==> src/rtl/fic_pkg.sv <==
package fic_pkg;
    localparam int DATA_W   = 8;
    localparam int SRC_N    = 3;
    // Source indices within the enable vector; enable i lives at register bit (DATA_W-SRC_N+i)
    localparam int SRC_SRDY = 0;
    localparam int SRC_TEND = 1;
    localparam int SRC_FNE  = 2;
    localparam logic [DATA_W-1:0] OPC_PACKET = 8'hA0;

    typedef struct packed {
        logic [SRC_N-1:0] en;
    } en_state_t;

    typedef struct packed {
        logic irq_n;
    } irq_state_t;
endpackage

==> src/rtl/fic_auto_detect.sv <==
module fic_auto_detect #(
    parameter int DATA_W = fic_pkg::DATA_W,
    parameter logic [DATA_W-1:0] OPCODE = fic_pkg::OPC_PACKET
) (
    input  logic              cmd_wr,
    input  logic [DATA_W-1:0] cmd_byte,
    input  logic              host_ie,
    input  logic              drv_sel,
    output logic              auto_set
);
    always_comb begin
        auto_set = cmd_wr && (cmd_byte == OPCODE) && host_ie && drv_sel;
    end
endmodule

==> src/rtl/fic_enable_reg.sv <==
module fic_enable_reg
    import fic_pkg::*;
#(
    parameter int D_W   = DATA_W,
    parameter int N_SRC = SRC_N,
    parameter int AUTO_IDX = SRC_TEND,
    parameter int CLR_IDX  = SRC_SRDY
) (
    input  logic             clk,
    input  logic             rst_n,
    input  logic             wr_en,
    input  logic [D_W-1:0]   wr_data,
    input  logic             auto_set,
    input  logic             soft_clr,
    output logic [N_SRC-1:0] en
);
    localparam int LSB = D_W - N_SRC;

    logic [N_SRC-1:0] en_d, en_q;

    always_comb begin
        en_d = en_q;
        if (wr_en)    en_d = wr_data[D_W-1:LSB];
        if (auto_set) en_d[AUTO_IDX] = 1'b1;   // auto-enable wins over a write
        if (soft_clr) en_d[CLR_IDX]  = 1'b0;   // reset sources win over a write
    end

    always_ff @(posedge clk) begin
        if (!rst_n) en_q <= '0;
        else        en_q <= en_d;
    end

    assign en = en_q;

    p_auto_set_r6: assert property (@(posedge clk) disable iff (!rst_n)
        auto_set |=> en_q[AUTO_IDX]);
    p_clr_r7: assert property (@(posedge clk) disable iff (!rst_n)
        soft_clr |=> !en_q[CLR_IDX]);
    p_hold_r9: assert property (@(posedge clk) disable iff (!rst_n)
        (!wr_en && !auto_set && !soft_clr) |=> $stable(en_q));
endmodule

==> src/rtl/fic_combine.sv <==
module fic_combine #(
    parameter int N_SRC = fic_pkg::SRC_N
) (
    input  logic [N_SRC-1:0] en,
    input  logic [N_SRC-1:0] flag_n,
    output logic             any_req
);
    logic [N_SRC-1:0] hit;
    for (genvar i = 0; i < N_SRC; i++) begin : g_src
        assign hit[i] = en[i] & ~flag_n[i];
    end
    assign any_req = |hit;
endmodule

==> src/rtl/flag_irq_ctrl.sv <==
module flag_irq_ctrl
    import fic_pkg::*;
(
    input  logic              clk,
    input  logic              rst_n,
    input  logic              host_rst,
    input  logic              fw_rst,
    input  logic              dec_rst,
    input  logic              ctrl_wr,
    input  logic [DATA_W-1:0] ctrl_wdata,
    output logic [DATA_W-1:0] ctrl_rdata,
    input  logic              cmd_wr,
    input  logic [DATA_W-1:0] cmd_byte,
    input  logic              host_ie,
    input  logic              drv_sel,
    input  logic              fne_n,
    input  logic              tend_n,
    input  logic              srdy_n,
    output logic              irq_n
);
    localparam int LSB = DATA_W - SRC_N;

    logic             auto_set;
    logic             soft_clr;
    logic [SRC_N-1:0] en;
    logic [SRC_N-1:0] flag_n;
    logic             any_req;
    irq_state_t       irq_d, irq_q;

    assign soft_clr = host_rst | fw_rst | dec_rst;

    always_comb begin
        flag_n           = '1;
        flag_n[SRC_SRDY] = srdy_n;
        flag_n[SRC_TEND] = tend_n;
        flag_n[SRC_FNE]  = fne_n;
    end

    fic_auto_detect #(.DATA_W(DATA_W), .OPCODE(OPC_PACKET)) u_auto (
        .cmd_wr(cmd_wr), .cmd_byte(cmd_byte), .host_ie(host_ie),
        .drv_sel(drv_sel), .auto_set(auto_set)
    );

    fic_enable_reg #(.D_W(DATA_W), .N_SRC(SRC_N)) u_en (
        .clk(clk), .rst_n(rst_n), .wr_en(ctrl_wr), .wr_data(ctrl_wdata),
        .auto_set(auto_set), .soft_clr(soft_clr), .en(en)
    );

    fic_combine #(.N_SRC(SRC_N)) u_comb (
        .en(en), .flag_n(flag_n), .any_req(any_req)
    );

    always_comb begin
        irq_d       = irq_q;
        irq_d.irq_n = ~any_req;
    end

    always_ff @(posedge clk) begin
        if (!rst_n) irq_q <= '{irq_n: 1'b1};
        else        irq_q <= irq_d;
    end

    assign irq_n      = irq_q.irq_n;
    assign ctrl_rdata = {en, {LSB{1'b0}}};

    p_fne_r2: assert property (@(posedge clk) disable iff (!rst_n)
        (ctrl_rdata[DATA_W-1] && !fne_n) |=> !irq_n);
    p_tend_r3: assert property (@(posedge clk) disable iff (!rst_n)
        (ctrl_rdata[DATA_W-2] && !tend_n) |=> !irq_n);
    p_srdy_r4: assert property (@(posedge clk) disable iff (!rst_n)
        (ctrl_rdata[DATA_W-3] && !srdy_n) |=> !irq_n);
    p_quiet_r5: assert property (@(posedge clk) disable iff (!rst_n)
        (!(ctrl_rdata[DATA_W-1] && !fne_n) && !(ctrl_rdata[DATA_W-2] && !tend_n)
         && !(ctrl_rdata[DATA_W-3] && !srdy_n)) |=> irq_n);
endmodule

==> config.mk <==
export PLATFORM = sky130hd
export DESIGN_NAME = flag_irq_ctrl
export DESIGN_NICKNAME = d
export VERILOG_FILES = /design/src/rtl/fic_pkg.sv /design/src/rtl/fic_auto_detect.sv /design/src/rtl/fic_enable_reg.sv /design/src/rtl/fic_combine.sv /design/src/rtl/flag_irq_ctrl.sv
export SDC_FILE = /design/constraint.sdc
export NUM_CORES = 1
export LEC_CHECK = 0
export ABC_AREA = 1
export CAP_MARGIN = 5
export CORE_AREA = 2 2 39 41
export DETAILED_ROUTE_END_ITERATION = 7
export DIE_AREA = 0 0 41 43
export DONT_BUFFER_PORTS = 1
export GPL_TIMING_DRIVEN = 1
export PLACE_DENSITY_LB_ADDON = 0.05
export SLEW_MARGIN = 20
export SYNTH_ARGS = -nofsm -noshare
export SYNTH_HDL_FRONTEND = slang
export SYNTH_HIERARCHICAL = 1
export SYNTH_SLANG_ARGS = --single-unit
==> constraint.sdc <==
create_clock -name clk -period 0.95 [get_ports clk]
set_input_delay 0.0475 -clock clk [delete_from_list [all_inputs] [get_ports clk]]
set_output_delay 0.0475 -clock clk [all_outputs]
set_load 0.1 [all_outputs]
=== Yosys cells after proc, flatten, opt, wreduce, memory -nomap -nowiden ===
Index checks and enable logic that the tools add are counted.

* Equal/unequal tests: 1
* Mux-type cells: 2
* Bitwise logic cells: 10
* Reduce and logical (&&, ||, !) cells: 6

{| class="wikitable"
|+ Operator list
! operator !! count
|-
| == test 8 bit, second input constant || 1
|-
| inverter 1 bit || 5
|-
| AND 1 bit || 3
|-
| logical AND 1 bit || 3
|-
| OR reduction 3 bit || 1
|-
| 2-to-1 mux 2 bit || 1
|-
| OR 1 bit || 2
|-
| nonzero test 2 bit || 1
|-
| OR reduction 2 bit || 1
|-
| 2-to-1 mux 1 bit || 1
|}

* Bits in registers: 4
* Input port bits: 28
* Output and inout bits: 9
* Logic and storage cells: 23

=== Logic depth before layout (Yosys ltp) ===
Gate-level depths: netlist of the first run.

* Depth in word-level cells: 5
* Mapped depth: 9
* Gate-level depth less buffers: 9

=== Cells and area by module ===
The synthesis of the first run kept the hierarchy.

{| class="wikitable"
|+ By module, submodules not included
! module !! times used !! cells each !! area each (sq um) !! sequential area each (sq um)
|-
| fic_enable_reg || 1 || 20 || 126.4 || 60.1
|-
| flag_irq_ctrl || 1 || 11 || 76.3 || 20.0
|-
| fic_auto_detect || 1 || 14 || 58.8 || 0.0
|-
| fic_combine || 1 || 7 || 27.5 || 0.0
|}

=== Worst setup path after synthesis of the first run ===
Ideal clock, no wire load.

* Kind: reg-to-reg
* From: register u_en.en_q[1], in the netlist u_en/en[1]
* To: register irq_q, in the netlist irq_n
* Setup time: 114 ps
* Data arrival time: 1197 ps
* Data required time: 836 ps
* Setup slack: -360 ps
* Cell stages (with the launch flop): 4
* Path buffers: 0
* Period minus slack after synthesis: 1310 ps
* Cell sequence: dfxtp_1 -> nand2_1 -> nand3_1 -> nand2_1

* Cells in the longest elaborated chain, start to end: 3

{| class="wikitable"
|+ Ends and longest elaborated chain
! item !! RTL line !! text
|-
| start, declared || fic_enable_reg.sv:19 || <nowiki>logic [N_SRC-1:0] en_d, en_q;</nowiki>
|-
| start signal, assigned || fic_enable_reg.sv:30 || <nowiki>else en_q <= en_d;</nowiki>
|-
| AND 1 bit || fic_combine.sv:10 || <nowiki>assign hit[i] = en[i] & ~flag_n[i];</nowiki>
|-
| OR reduction 3 bit || fic_combine.sv:12 || <nowiki>assign any_req = |hit;</nowiki>
|-
| via any_req || flag_irq_ctrl.sv:27 || <nowiki>logic any_req;</nowiki>
|-
| inverter 1 bit || flag_irq_ctrl.sv:55 || <nowiki>irq_d.irq_n = ~any_req;</nowiki>
|-
| end signal, assigned || flag_irq_ctrl.sv:59 || <nowiki>if (!rst_n) irq_q <= '{irq_n: 1'b1};</nowiki>
|-
| end signal, assigned || flag_irq_ctrl.sv:60 || <nowiki>else irq_q <= irq_d;</nowiki>
|-
| end, declared || flag_irq_ctrl.sv:28 || <nowiki>irq_state_t irq_d, irq_q;</nowiki>
|}

The timed path passes the listed nets, and every way through them passes these cells.
A chain may end at the register's enable or synchronous reset.

=== Final worst setup path of the first run ===
* From: register u_en.en_q[2], in the netlist u_en/en[2]
* To: output ctrl_rdata[7]

{| class="wikitable"
|+ RTL lines
! item !! RTL line !! text
|-
| end, declared || flag_irq_ctrl.sv:11 || <nowiki>output logic [DATA_W-1:0] ctrl_rdata,</nowiki>
|}

No word-level cell between the ends.

==> results of run 1 <==
[cells in the final DEF (no fill, tap or decap), types with 2 or more instances in the layout]
cell,count
buf_4,3
clkbuf_4,3
dfxtp_4,2
nand2_1,15
nor2_1,8
dlygate4sd3_1,4
inv_1,14
conb_1,5
[worst paths after layout]
| kind | start | endpoint | slack (ns) | cells after the start |
|---|---|---|---|---|
| worst min register to register | u_en/en[0] | u_en/en[0] | 0.46 | 2 |
| worst max register to register | u_en/en[1] | u_en/en[1] | 0.30 | 4 |
| worst max-delay path | u_en/en[2] | ctrl_rdata[7] | 0.06 | 1 |
| worst min-delay path | ctrl_wr | u_en/en[1] | 0.02 | 3 |
[registers in the layout, summed over array words and instances (netlist names)]
name and cells:
u_en/en 3, irq_n 1
[layout make-up]
type | count | area, um2 | area share [%]
Inverter | 14 | 52.55 | 13.13
Multi-Input combinational cell | 33 | 133.9 | 33.44
Clock buffer | 3 | 22.52 | 5.625
Tap cell | 16 | 20.02 | 5.000
Sequential cell | 4 | 88.84 | 22.19
Timing Repair Buffer | 8 | 82.58 | 20.63
[power by group through the flow]
stage | registers [mW] | clock network, mW | logic [mW]
finish | 0.181 | 0.193 | 0.210
global route | 0.182 | 0.212 | 0.223
CTS | 0.181 | 0.203 | 0.211
detailed placement | 0.184 | 0 | 0.194
global placement | 0.183 | 0 | 0.193
floorplan | 0.239 | 0 | 0.132
[metal layers]
| layer | wire length [um] | vias up |
|---|---|---|
| li1 | - | 157 |
| met2 | 293 | 21 |
| met4 | 0 | 0 |
| met1 | 200 | 109 |
| met5 | 0 | - |
| met3 | 63 | 0 |
[cells by family after synthesis]
logic type      count (synthesis)
compound gates                  2
buf+inv                        19
flops                           4
other cells                     1
simple gates                   26
==> results.json, run 1 <==
{
  "status": "finished, final reports clean",
  "synth_seq_area_share_pct": 27.71,
  "power_mw": 0.5838,
  "pwr-share-comb_pct": 36.0,
  "synthesis.area_um2": 289.0,
  "wl_per_cell_um": 7.128,
  "dp_cells": 71,
  "io_buffer_count": 0,
  "nFillCells": 172,
  "synth_cell_types": 11,
  "dp_hpwl_um": 504.6,
  "met3_usage_pct": 1.571,
  "vias_per_cell": 3.679,
  "max_freq_mhz": 1125,
  "place.gp.congestion": 0.5241,
  "synthMuxAreaShare_pct": 0,
  "pwr-share-clk_pct": 33.0,
  "use_met2_pct": 10.31,
  "crit_buf_inv": 1,
  "switching_share_pct": 38.88,
  "internal-power_mw": 0.3568,
  "fp-row-count": 14,
  "clk_latency_ns": 0.22,
  "cp_max_fo": 3,
  "numCtsBuffers": 3,
  "slowest_stage": "dfxtp_4",
  "clk_pin_slew_ns": 0.03,
  "postCtsSetupBuffers": 0,
  "initial_core_util_pct": 20.89,
  "yosysTopAreaCell": "dfxtp_1",
  "diodes": 0,
  "vias": 287,
  "ctsHoldBuffers": 4,
  "synth_most_common_cell": "nand2_1",
  "fin_ws_ns": 0.06092,
  "post-place-ws_ns": 0.2933,
  "synth_xor_xnor_area_share_pct": 0,
  "fin_nets": 92,
  "seqPwrFrac_pct": 31.0,
  "crit_path_end_kind": "output port",
  "cts_tree": "done",
  "arrival_ns": 0.84,
  "synth.top_cell.area_share_pct": 27.71,
  "hold_path_class": "in2reg",
  "drc": 0,
  "finClkSkew_ns": 0.0005345,
  "root_buffer": "clkbuf_4",
  "antenna_found_initial": 0,
  "cts_resized": 0,
  "clock_path_buffers": 2,
  "vdd_drop_max_uv": 274.7,
  "synthAdderAreaFrac_pct": 0,
  "area_growth_pct": 38.53,
  "synth-edff-count": 0,
  "busiest_layer": "met2",
  "drive_above_1_share_pct": 17.74,
  "fp.dieH_um": 43,
  "rsz0062_at_grt": "no",
  "synth_compound_area_share_pct": 3.463,
  "finalSetupTns_ns": 0,
  "clock-sinks": 4,
  "firstDrtPassIters": 1,
  "required_ns": 0.90,
  "power.density_nw_per_um2": 1458,
  "drt_wl_total_um": 556,
  "grt_pass1_wl_um": 786,
  "die_area_um2": 1763,
  "synthArstFlopShare_pct": 0,
  "final_util_pct": 28.93,
  "setup_viol": 0,
  "placedInstanceArea_um2": 337.8,
  "netlist_top_cells_area": "dfxtp_1, nand2_1, inv_1",
  "synth_flop_cell": "dfxtp_1",
  "synthSimpleGateAreaFrac_pct": 36.36,
  "detail-route-antenna-nets": 0,
  "min_period_ns": 0.8891,
  "worstPathCellList": "buf_4",
  "synth_top_family_by_area": "simple AND/OR/NAND/NOR gates",
  "cpPeakStageDelay_ns": 0.34,
  "cts.htree.levels": 1,
  "grt_max_degree": 5,
  "critical_path_class": "reg2out",
  "ys_top_cells_by_count": "nand2_1, inv_1, nor2_1",
  "ys_seq_elements": 4,
  "synth_cells": 52,
  "hold_viol": 0,
  "coreArea_um2": 1384,
  "fp.dieW_um": 41,
  "power.leakage_nw": 0.2263,
  "period_share_pct": 93.59,
  "p_switching_mw": 0.2270,
  "drtIter0Drc": 0,
  "crit_family": "flip-flops",
  "cap_violations": 0,
  "holdWs_ns": 0.01829,
  "synth_area_per_cell_um2": 5.558,
  "grt_util_all_layers_pct": 6.713,
  "final_max_slew_viol_count": 0,
  "first_global_vias": 222,
  "ys_warn_count": 6,
  "io-pin-count": 37,
  "finalInstanceArea_um2": 400.4,
  "met1_usage_pct": 7.029,
  "worstSetupStartpointType": "register",
  "layout.cells.non_filler": 78,
  "grt_overflow_total": 0
}
No activity file was read; power rests on OpenSTA's default activity.
==> run 2: changes to the inputs <==
--- a/config.mk
+++ b/config.mk
@@ -7,12 +7,15 @@
 export LEC_CHECK = 0
 export ABC_AREA = 1
 export CAP_MARGIN = 5
+export CELL_PAD_IN_SITES_DETAIL_PLACEMENT = 1
+export CELL_PAD_IN_SITES_GLOBAL_PLACEMENT = 1
 export CORE_AREA = 2 2 39 41
 export DETAILED_ROUTE_END_ITERATION = 7
 export DIE_AREA = 0 0 41 43
 export DONT_BUFFER_PORTS = 1
 export GPL_TIMING_DRIVEN = 1
 export PLACE_DENSITY_LB_ADDON = 0.05
+export RECOVER_POWER = 100
 export SLEW_MARGIN = 20
 export SYNTH_ARGS = -nofsm -noshare
 export SYNTH_HDL_FRONTEND = slang
==> results.json, run 2 (same netlist as run 1, synthesis figures left out) <==
{
  "status": "finished, final reports clean",
  "power_mw": 0.5913,
  "setup_viol": 0,
  "largest_reg_flops": 3,
  "fin_nets": 92,
  "clk_latency_ns": 0.23,
  "antenna_found_initial": 0,
  "clock_path_buffers": 2,
  "max_freq_mhz": 1096,
  "root_buffer": "clkbuf_4",
  "whs_path_depth": 3,
  "worstPathCellList": "buf_4",
  "clk_pin_slew_ns": 0.04,
  "met1_usage_pct": 6.070,
  "grt_util_all_layers_pct": 8.617,
  "met3_usage_pct": 1.571,
  "fp.dieW_um": 41,
  "hold_viol": 0,
  "holdPathEnd": "u_en/en[1]",
  "dp_hpwl_um": 643.1,
  "die_area_um2": 1763,
  "cpPeakStageDelay_ns": 0.34,
  "final_common_cell": "nand2_1",
  "critPathLaunch": "u_en/en[1]",
  "finalInstanceArea_um2": 384.1,
  "drc": 0,
  "io-pin-count": 37,
  "finClkSkew_ns": 0.002796,
  "grt_max_degree": 5,
  "drt_wl_total_um": 752,
  "rsz0062_at_grt": "no",
  "cp_max_fo": 3,
  "final_max_slew_viol_count": 0,
  "diodes": 0,
  "fp.dieH_um": 43,
  "reg2reg_depth": 4,
  "cts.htree.levels": 1,
  "power.density_nw_per_um2": 1539,
  "crit_buf_inv": 1,
  "final_cell_mix": "nand2_1, inv_1, nor2_1",
  "area_growth_pct": 32.90,
  "place.gp.congestion": 0.5261,
  "firstDrtPassIters": 1,
  "crit_path_end_kind": "output port",
  "vias_per_cell": 3.962,
  "hold_path.startpoint": "ctrl_wr",
  "use_met2_pct": 17.19,
  "cts_tree": "done",
  "drtIter0Drc": 0,
  "power.leakage_nw": 0.2196,
  "grt_overflow_total": 0,
  "clock-sinks": 4,
  "first_global_vias": 282,
  "period_share_pct": 96.05,
  "busiest_layer": "met2",
  "crit_family": "flip-flops",
  "initial_core_util_pct": 20.89,
  "drive_above_1_share_pct": 16.13,
  "fp-row-count": 14,
  "io_buffer_count": 0,
  "worstSetupStartpointType": "register",
  "r2r-start": "u_en/en[1]",
  "grt_pass1_wl_um": 993,
  "postCtsSetupBuffers": 0,
  "arrival_ns": 0.86,
  "coreArea_um2": 1384,
  "vdd_drop_max_uv": 335.1,
  "critical_path_class": "reg2out",
  "detail-route-antenna-nets": 0,
  "cap_violations": 0,
  "r2r-end": "u_en/en[1]",
  "slowest_stage": "dfxtp_4",
  "wl_per_cell_um": 9.641,
  "min_period_ns": 0.9124,
  "vias": 309,
  "r2r_slack_ns": 0.29,
  "hold_path_class": "in2reg",
  "required_ns": 0.90,
  "numCtsBuffers": 3,
  "placedInstanceArea_um2": 337.8
}
==> run 2: cell counts in the layout (fill, tap and decap cells not counted) <==
Identical to the previous run, type by type.
==> run 2: worst reg2reg max path, stage by stage (launching register included) <==
cell	delay, ns
dfxtp_4	0.34
inv_1	0.05
nor2_1	0.03
nor2_1	0.09
nor2_1	0.05
==> run 2: per-stage QoR <==
stage	hold WS [ns]	setup TNS [ns]	util (%)	setup WS, ns	cells
floorplan	0.1165	-0.04117	-	-0.03469	56
global placement	0.1226	0	24.41	0.2959	71
detailed placement	0.1258	0	24.41	0.2795	71
CTS	0.01058	0	28.93	0.04777	78
global route	0.04958	0	27.76	0.01562	78
finish	0.01749	0	27.76	0.03757	78
==> run 2: worst max-delay path by stage <==
stage | end | slack [ns] | depth (start not counted)
2_1_floorplan | irq_n | -0.03 | 3
3_3_place_gp | ctrl_rdata[7] | 0.30 | 1
3_5_place_dp | u_en/en[1] | 0.28 | 9
4_1_cts | ctrl_rdata[6] | 0.05 | 1
5_1_grt | ctrl_rdata[6] | 0.02 | 1
6_report | ctrl_rdata[6] | 0.04 | 1
==> run 2: final cells by class <==
cell class                 instances  area, um2
fill                             187      999.7
multi-input combinational         33      133.9
sequential                         4      85.08
timing repair buffer               8      70.07
inverter                          14      52.55
clock buffer                       3      22.52
tap                               16      20.02
==> run 2: report_power, final <==
part | leakage [nW] | internal [mW] | switching [mW]
clock | 0.0138 | 0.141 | 0.0617
combinational | 0.172 | 0.0361 | 0.172
sequential | 0.0340 | 0.176 | 0.00495
total | 0.220 | 0.353 | 0.239
==> run 2: metal layers <==
metal,wire length [um],part of all wire (%),vias up
li1,-,-,155
met1,245,33,132
met2,443,59,22
met3,64,8.5,0
met4,0,0,0
met5,0,0,-
==> run 2: timing repair <==
action                                  4_1_cts  5_1_grt
resized for setup                             0        0
hold buffers                                  4        0
endpoints found under the hold margin         4        0
endpoints found under the setup margin        0        0
==> run 3: changes to the inputs <==
--- a/config.mk
+++ b/config.mk
@@ -14,7 +14,7 @@
 export DIE_AREA = 0 0 41 43
 export DONT_BUFFER_PORTS = 1
 export GPL_TIMING_DRIVEN = 1
-export PLACE_DENSITY_LB_ADDON = 0.05
+export PLACE_DENSITY = 0.53
 export RECOVER_POWER = 100
 export SLEW_MARGIN = 20
 export SYNTH_ARGS = -nofsm -noshare
==> results.json, run 3 (same netlist as run 1, synthesis figures left out) <==
{
  "cpPeakStageDelay_ns": 0.33,
  "place.gp.congestion": 0.5529,
  "io_buffer_count": 0,
  "p_switching_mw": 0.2415,
  "final_max_slew_viol_count": 0,
  "clock-sinks": 4,
  "cap_violations": 0,
  "switching_share_pct": 40.67,
  "fin_ws_ns": 0.04754,
  "power.density_nw_per_um2": 1531,
  "seqPwrFrac_pct": 30.2,
  "crit_path_end_kind": "output port",
  "area_growth_pct": 34.20,
  "layout.cells.non_filler": 78,
  "worstSetupStartpointType": "register",
  "crit_buf_inv": 1,
  "final_cell_mix": "nand2_1, inv_1, nor2_1",
  "fp.dieW_um": 41,
  "grt_util_all_layers_pct": 8.826,
  "numCtsBuffers": 3,
  "pwr-share-clk_pct": 35.2,
  "cp_max_fo": 3,
  "required_ns": 0.90,
  "grt_overflow_total": 0,
  "clk_pin_slew_ns": 0.04,
  "nFillCells": 189,
  "wl_per_cell_um": 8.385,
  "grt_pass1_wl_mm": 1.014,
  "placedInstanceArea_um2": 337.8,
  "die_area_um2": 1763,
  "detail-route-antenna-nets": 0,
  "coreArea_um2": 1384,
  "vias_per_cell": 3.949,
  "final_common_cell": "nand2_1",
  "slowest_stage": "dfxtp_2",
  "seq_area_um2": 88.84,
  "vias": 308,
  "largest_reg_flops": 3,
  "period_share_pct": 95.00,
  "pwr-share-comb_pct": 34.6,
  "diodes": 0,
  "root_buffer": "clkbuf_4",
  "firstDrtPassIters": 1,
  "worstPathCellList": "buf_4",
  "finalInstanceArea_um2": 387.9,
  "first_global_vias": 293,
  "drt_wl_total_um": 654,
  "drc": 0,
  "hold_viol": 0,
  "multi_input_area_um2": 133.9,
  "initial_core_util_pct": 20.89,
  "cts_tree": "done",
  "max_freq_mhz": 1108,
  "fp.dieH_um": 43,
  "vdd_drop_max_uv": 282.3,
  "antenna_found_initial": 0,
  "finClkSkew_ns": 0.001697,
  "power.leakage_nw": 0.2202,
  "setup_viol": 0,
  "io-pin-count": 37,
  "dp_cells": 71,
  "holdWs_ns": 0.008239,
  "clock_path_buffers": 2,
  "crit_family": "flip-flops",
  "post-place-ws_ns": 0.2955,
  "rsz0062_at_grt": "no",
  "internal-power_mw": 0.3524,
  "cts.htree.levels": 1,
  "fp-row-count": 14,
  "drtIter0Drc": 0,
  "hold_path_class": "in2reg",
  "status": "finished, final reports clean",
  "dp_hpwl_um": 545.4,
  "grt_max_degree": 5,
  "arrival_ns": 0.85,
  "clk_latency_ns": 0.23,
  "postCtsSetupBuffers": 0,
  "critical_path_class": "reg2out",
  "min_period_ns": 0.9025,
  "finalSetupTns_ns": 0,
  "drive_above_1_share_pct": 17.74,
  "fin_nets": 92
}
[run 3: cell counts in the layout (fill, tap and decap cells not counted)]
Identical to the previous run, type by type.
[run 3: per-layer routing]
layer | vias to the layer above | share of wire, % | global-route usage, %
met2 | 19 | 56 | 14.37
li1 | 155 | - | -
met1 | 134 | 32 | 7.692
met5 | - | 0 | 0
met3 | 0 | 11 | 1.571
met4 | 0 | 0 | 10.00
[run 3: power by group through the flow]
stage / logic, mW / clock network [mW] / registers, mW
2_1_floorplan: 0.132 / 0 / 0.239
3_3_place_gp: 0.193 / 0 / 0.183
3_5_place_dp: 0.195 / 0 / 0.183
4_1_cts: 0.212 / 0.224 / 0.181
5_1_grt: 0.217 / 0.234 / 0.181
6_report: 0.206 / 0.209 / 0.179
[run 3: area by class of cell]
| class | instances | area share (%) |
|---|---|---|
| Sequential cell | 4 | 22.90 |
| Clock buffer | 3 | 5.806 |
| Tap cell | 16 | 5.161 |
| Multi-Input combinational cell | 33 | 34.52 |
| Inverter | 14 | 13.55 |
| Timing Repair Buffer | 8 | 18.06 |
[run 3: metrics by stage]
step                util (%)  power (mW)
floorplan                  -      0.3709
finish                 28.03      0.5939
CTS                    28.93      0.6163
detailed placement     24.41      0.3785
global placement       24.41      0.3764
global route           28.03      0.6315
[run 3: path summary, 6_finish.rpt]
check | start | endpoint | slack [ns] | cells after the start
setup / recovery | u_en/en[0] | ctrl_rdata[5] | 0.05 | 1
hold / removal | ctrl_wr | u_en/en[1] | 0.008 | 3
setup reg to reg | u_en/en[2] | u_en/en[2] | 0.30 | 2
hold reg to reg | u_en/en[0] | u_en/en[0] | 0.47 | 2
[run 3: what timing repair did]
action	in CTS	in global routing
hold endpoints to repair	4	0
resized for setup	0	0
hold buffers	4	0
